--- config.mk ---
export PLATFORM = sky130hd
export DESIGN_NAME = dac3w_seq
export DESIGN_NICKNAME = d
export VERILOG_FILES = /design/src/rtl/dac3w_pkg.sv /design/src/rtl/dac3w_codes.sv /design/src/rtl/dac3w_frame.sv /design/src/rtl/dac3w_seq.sv
export SDC_FILE = /design/constraint.sdc
export NUM_CORES = 1
export LEC_CHECK = 0
export ABC_AREA = 1
export CORE_MARGIN = 8
export CORE_UTILIZATION = 67
export CTS_CLUSTER_DIAMETER = 40
export DETAILED_ROUTE_END_ITERATION = 8
export DONT_BUFFER_PORTS = 1
export HOLD_SLACK_MARGIN = 0.12
export PLACE_DENSITY = 0.83
export SLEW_MARGIN = 20
export SYNTH_ARGS = -nofsm -noshare
export SYNTH_HDL_FRONTEND = slang
export SYNTH_SLANG_ARGS = --single-unit
--- constraint.sdc ---
create_clock -name clk_i -period 3.45 [get_ports clk_i]
set_input_delay 0.345 -clock clk_i [delete_from_list [all_inputs] [get_ports clk_i]]
set_output_delay 0.345 -clock clk_i [all_outputs]
set_load 0.03 [all_outputs]
--- src/rtl/dac3w_pkg.sv ---
package dac3w_pkg;
  typedef enum logic [2:0] {
    ST_IDLE,
    ST_LEAD,
    ST_LOW,
    ST_HIGH,
    ST_GAP
  } frm_state_e;
endpackage

--- src/rtl/dac3w_codes.sv ---
module dac3w_codes #(
  parameter int ADDR_W = 3,
  parameter int CODE_W = 8
) (
  input  logic              clk_i,
  input  logic              rst_ni,
  input  logic              we_i,
  input  logic [ADDR_W-1:0] waddr_i,
  input  logic [CODE_W-1:0] wdata_i,
  input  logic [ADDR_W-1:0] raddr_i,
  output logic [CODE_W-1:0] rdata_o
);
  localparam int CH_N = 1 << ADDR_W;
  localparam logic [CODE_W-1:0] MID = CODE_W'(1) << (CODE_W - 1);

  logic [CODE_W-1:0] mem [CH_N];

  for (genvar g = 0; g < CH_N; g++) begin : g_ent
    always_ff @(posedge clk_i or negedge rst_ni) begin
      if (!rst_ni)                              mem[g] <= MID;
      else if (we_i && waddr_i == ADDR_W'(g))   mem[g] <= wdata_i;
    end
  end

  assign rdata_o = mem[raddr_i];
endmodule

--- src/rtl/dac3w_frame.sv ---
module dac3w_frame
  import dac3w_pkg::*;
#(
  parameter int FRAME_W = 16,
  parameter int CSS_CYC = 2,
  parameter int LO_CYC  = 2,
  parameter int HI_CYC  = 2,
  parameter int CSH_CYC = 2,
  parameter int CSW_CYC = 2
) (
  input  logic               clk_i,
  input  logic               rst_ni,
  input  logic               start_i,
  input  logic [FRAME_W-1:0] frame_i,
  output logic               idle_o,
  output logic               cs_n_o,
  output logic               sclk_o,
  output logic               sdi_o
);
  localparam int TAIL_CYC = (HI_CYC > CSH_CYC) ? HI_CYC : CSH_CYC;
  localparam int M1 = (CSS_CYC > LO_CYC) ? CSS_CYC : LO_CYC;
  localparam int M2 = (TAIL_CYC > CSW_CYC) ? TAIL_CYC : CSW_CYC;
  localparam int MAX_CYC = (M1 > M2) ? M1 : M2;
  localparam int CNT_W = $clog2(MAX_CYC + 1);
  localparam int BIT_W = $clog2(FRAME_W);
  localparam logic [BIT_W-1:0] LAST_BIT = BIT_W'(FRAME_W - 1);

  frm_state_e         state;
  logic [CNT_W-1:0]   cnt;
  logic [BIT_W-1:0]   bitn;
  logic [FRAME_W-1:0] shreg;

  assign idle_o = (state == ST_IDLE);

  always_ff @(posedge clk_i or negedge rst_ni) begin
    if (!rst_ni) begin
      state  <= ST_IDLE;
      cnt    <= '0;
      bitn   <= '0;
      shreg  <= '0;
      cs_n_o <= 1'b1;
      sclk_o <= 1'b1;
      sdi_o  <= 1'b0;
    end else begin
      unique case (state)
        ST_IDLE: if (start_i) begin
          shreg  <= frame_i;
          sdi_o  <= frame_i[FRAME_W-1];
          cs_n_o <= 1'b0;
          cnt    <= CNT_W'(CSS_CYC - 1);
          bitn   <= '0;
          state  <= ST_LEAD;
        end
        ST_LEAD: if (cnt == '0) begin
          sclk_o <= 1'b0;
          cnt    <= CNT_W'(LO_CYC - 1);
          state  <= ST_LOW;
        end else cnt <= cnt - 1'b1;
        ST_LOW: if (cnt == '0) begin
          sclk_o <= 1'b1;
          cnt    <= (bitn == LAST_BIT) ? CNT_W'(TAIL_CYC - 1) : CNT_W'(HI_CYC - 1);
          state  <= ST_HIGH;
        end else cnt <= cnt - 1'b1;
        ST_HIGH: if (cnt == '0) begin
          if (bitn == LAST_BIT) begin
            cs_n_o <= 1'b1;
            cnt    <= CNT_W'(CSW_CYC - 1);
            state  <= ST_GAP;
          end else begin
            // next bit launched on the falling edge
            sclk_o <= 1'b0;
            shreg  <= shreg << 1;
            sdi_o  <= shreg[FRAME_W-2];
            bitn   <= bitn + 1'b1;
            cnt    <= CNT_W'(LO_CYC - 1);
            state  <= ST_LOW;
          end
        end else cnt <= cnt - 1'b1;
        ST_GAP: if (cnt == '0) state <= ST_IDLE;
                else cnt <= cnt - 1'b1;
        default: state <= ST_IDLE;
      endcase
    end
  end
endmodule

--- src/rtl/dac3w_seq.sv ---
module dac3w_seq #(
  parameter int ADDR_W  = 3,
  parameter int CODE_W  = 8,
  parameter int FRAME_W = 16,
  parameter int CSS_CYC = 2,
  parameter int LO_CYC  = 2,
  parameter int HI_CYC  = 2,
  parameter int CSH_CYC = 2,
  parameter int CSW_CYC = 2
) (
  input  logic              clk_i,
  input  logic              rst_ni,
  input  logic              req_valid_i,
  output logic              req_ready_o,
  input  logic [ADDR_W-1:0] req_ch_i,
  input  logic [CODE_W-1:0] req_code_i,
  input  logic              refresh_i,
  input  logic              rf_we_i,
  input  logic [ADDR_W-1:0] rf_addr_i,
  input  logic [CODE_W-1:0] rf_data_i,
  output logic              dac_cs_n_o,
  output logic              dac_sclk_o,
  output logic              dac_sdi_o
);
  localparam int PAD_W = FRAME_W - ADDR_W - CODE_W;
  localparam logic [ADDR_W-1:0] LAST_CH = ADDR_W'((1 << ADDR_W) - 1);

  logic              eng_idle, ref_active, start;
  logic              acc_wr, acc_rf, ref_go;
  logic [ADDR_W-1:0] ref_idx, rd_idx, sel_ch;
  logic [CODE_W-1:0] rf_rdata, sel_code;
  logic [FRAME_W-1:0] frame;

  assign req_ready_o = eng_idle & ~ref_active;
  assign acc_rf = req_ready_o & refresh_i;
  assign acc_wr = req_ready_o & req_valid_i & ~refresh_i;
  assign ref_go = ref_active & eng_idle;
  assign start  = acc_wr | acc_rf | ref_go;

  assign rd_idx   = ref_go ? ref_idx : '0;
  assign sel_ch   = acc_wr ? req_ch_i : rd_idx;
  assign sel_code = acc_wr ? req_code_i : rf_rdata;
  assign frame    = {{PAD_W{1'b0}}, sel_ch, sel_code};

  always_ff @(posedge clk_i or negedge rst_ni) begin
    if (!rst_ni) begin
      ref_active <= 1'b0;
      ref_idx    <= '0;
    end else if (acc_rf) begin
      ref_active <= 1'b1;
      ref_idx    <= ADDR_W'(1);
    end else if (ref_go) begin
      ref_idx <= ref_idx + 1'b1;
      if (ref_idx == LAST_CH) ref_active <= 1'b0;
    end
  end

  dac3w_codes #(.ADDR_W(ADDR_W), .CODE_W(CODE_W)) u_codes (
    .clk_i, .rst_ni,
    .we_i(rf_we_i), .waddr_i(rf_addr_i), .wdata_i(rf_data_i),
    .raddr_i(rd_idx), .rdata_o(rf_rdata)
  );

  dac3w_frame #(
    .FRAME_W(FRAME_W), .CSS_CYC(CSS_CYC), .LO_CYC(LO_CYC),
    .HI_CYC(HI_CYC), .CSH_CYC(CSH_CYC), .CSW_CYC(CSW_CYC)
  ) u_frame (
    .clk_i, .rst_ni,
    .start_i(start), .frame_i(frame), .idle_o(eng_idle),
    .cs_n_o(dac_cs_n_o), .sclk_o(dac_sclk_o), .sdi_o(dac_sdi_o)
  );
endmodule

==> results.json <==
{
  "vias_per_cell": 5.75,
  "worstMarginPinSlew_ns": 0.799,
  "multi_input_area_sq_mm": 0.00190,
  "synth_edf_count": 0,
  "syn_area_per_cell_sq_um": 7.82,
  "status": "completed",
  "row_count": 30,
  "clkSinkCount": 95,
  "fill_cells": 508,
  "cts_buffer_depth": 2,
  "min_period_over_period": 0.656,
  "fmax_ghz": 0.442,
  "io_buffers": 0,
  "final_common_cell": "nand2_1",
  "async_flop_share": 1.00,
  "grt_pass1_wl_um": 17800,
  "synth_cells": 593,
  "cts_buffers": 9,
  "vdd_drop_max_mv": 0.407,
  "setup_viol": 0,
  "total_power_uw": 2500,
  "area_growth_pct": 7.69,
  "slew_headroom": 0.467,
  "antenna_found_initial": 0,
  "dp_hpwl_um": 7170,
  "tns_ns": 0,
  "gp_congestion": 0.863,
  "hp-class": "primary input to register",
  "grt_max_degree": 96,
  "finalWorstSetupSlack_ns": 1.19,
  "drv_slew": 0,
  "clock_skew_ns": 0.00807,
  "crit_path_max_fanout": 19,
  "fp.dieW_um": 99.2,
  "ys.flop_type": "dfrtp_1",
  "root_buffer": "clkbuf_8",
  "cts_resized": 0,
  "rsz0062_at_grt": "no",
  "die-area_sq_mm": 0.00984,
  "dp_slack_ns": 1.27,
  "crit_path_start_kind": "register",
  "finalNetCount": 625,
  "ys_seq_area_frac": 0.516,
  "grt_overflow_total": 0,
  "wl_per_cell_um": 15.8,
  "synth_area_leaders": "dfrtp_1 46%, nand2_1 15%, o21ai_0 9.1%",
  "first_pass_iters": 5,
  "final_cell_mix": "191 x nand2_1, 85 x dfrtp_1, 84 x o21ai_0",
  "yosys.cell_types.count": 36,
  "yosysWarnings": 0,
  "path_common_cell": "nand2_1",
  "max_cap_viol_count": 0,
  "cts_tree": "built",
  "syn-num-nets": 625,
  "num_vias": 3899,
  "min_period_ns": 2.26,
  "drive_gt1_frac": 0.0819,
  "diodes": 0,
  "start_util": 0.686,
  "core_sq_mm": 0.00676,
  "timing.critical_path.to_type": "register",
  "worst_ep_required_time_ns": 3.70,
  "ant_nets": 0,
  "slowest_delay_ns": 0.45,
  "track_usage": 0.227,
  "pin_count": 31,
  "cp_slowest_cell": "dfrtp_1",
  "hold_viol_final": 0,
  "netlist_area_sq_mm": 0.00464,
  "final-seq-area_sq_mm": 0.00239,
  "wl_um": 10700,
  "power_density_mw_per_mm2": 501,
  "clkTransAtPathRegs_ns": 0.09,
  "cts_setup_buffers": 0,
  "final_core_util": 0.739,
  "grt_pass1_vias": 3659,
  "clock_latency_ns": 0.37,
  "ys_seq_elements": 95,
  "drtIter0Drc": 339,
  "synth_top_area_frac": 0.459,
  "yosysTopAreaCell": "dfrtp_1",
  "crit_type": "register to register",
  "die_h_um": 99.2,
  "cp.arrival_ns": 2.51,
  "worstPathCellList": "nor2_4 -> nand4_1 -> buf_4 -> o211ai_1 -> nand2_1 -> nand2_1 -> nand2_1 -> nand2_1 -> nand2_1",
  "h-tree-depth": 3,
  "route.detailed.drc": 0,
  "p_leak_uw": 0.00259
}
==> worst max-delay path: cells and delay by family (launching register included) <==
family          cells  cell delay (ns)
compound gates      1             0.23
buf+inv             1             0.41
flops               1             0.45
simple gates        7             1.04
==> cell families after synthesis <==
logic type,count (synthesis),share of synthesized area
AND/OR/NAND/NOR,286,0.251
AO/OA/AOI/OAI,117,0.140
flip-flops,95,0.516
buffers and inverters,88,0.0756
adder cells (fa/ha/maj),5,0.0135
XOR/XNOR,2,0.00378
==> report_power, final <==
group	total, uW	internal [uW]	switching [uW]
Combinational	288	109	180
Clock	870	488	382
Sequential	1340	1270	75.5
==> path summary, 6_finish.rpt <==
path | start | endpoint | slack (ns) | cells past startpoint
setup / recovery | u_frame.state[0]$_DFFE_PN0P_ | u_frame.shreg[2]$_DFFE_PN0P_ | 1.19 | 9
hold / removal | rf_data_i[5] | u_codes.mem[5]$_DFFE_PN0P_ | 0.14 | 2
setup reg to reg | u_frame.state[0]$_DFFE_PN0P_ | u_frame.shreg[2]$_DFFE_PN0P_ | 1.19 | 9
hold reg to reg | u_codes.mem[9]$_DFFE_PN0P_ | u_codes.mem[9]$_DFFE_PN0P_ | 0.49 | 2
max in group asynchronous | rst_ni | u_codes.mem[63]$_DFFE_PN1P_ | 2.51 | 2
min in group asynchronous | rst_ni | ref_active$_DFFE_PN0P_ | 0.57 | 2
==> flip-flops by register name, summed over array words and instances (netlist names) <==
register	count
u_frame.state	3
u_frame.bitn	4
u_frame.sclk_o	1
u_frame.sdi_o	1
ref_active	1
u_frame.cs_n_o	1
u_frame.shreg	15
u_frame.cnt	2
ref_idx	3
u_codes.mem	64
==> metrics by stage <==
step | instances | instance area (sq um) | hold slack [ns]
3_3_place_gp | 655 | 4660 | 0.0520
4_1_cts | 678 | 4990 | 0.121
6_report | 678 | 4990 | 0.138
5_1_grt | 678 | 4990 | 0.131
3_5_place_dp | 655 | 4660 | 0.0522
2_1_floorplan | 593 | 4640 | 0.0494
==> what timing repair did <==
item                       in CTS  in global routing
setup endpoints to repair       0                  0
hold endpoints to repair      100                  0
hold buffers                    7                  0
==> synth_stat cells (2+ instances only) <==
master    count
o211ai_1      2
o31ai_2       2
nand4_1       2
a32o_1        2
nor2_1       53
nand3_1      30
dfrtp_1      85
clkbuf_1     11
a22o_1        3
a22oi_1       2
nor2_4        3
o21ai_1       4
dfstp_2      10
ha_1          5
nand2_2       3
buf_2         6
inv_1        60
o21ai_0      84
a21oi_1      14
nand2_1     191
inv_2         6
==> area by class of cell <==
class,count,area share
Clock inverter,2,0.0120
Multi-Input combinational cell,410,0.380
Timing Repair Buffer,10,0.0221
Clock buffer,14,0.0366
Inverter,67,0.0504
Sequential cell,95,0.479
Tap cell,80,0.0201
==> metal layers <==
metal  global-route usage  vias to the layer above  wire, um
li1                     -                     1880         -
met1                0.305                     1853      4810
met2                0.349                      153      4970
met3               0.0608                       13       786
met4               0.0722                        0       181
met5                    0                        -         0
(Power assumes the default switching activity.)
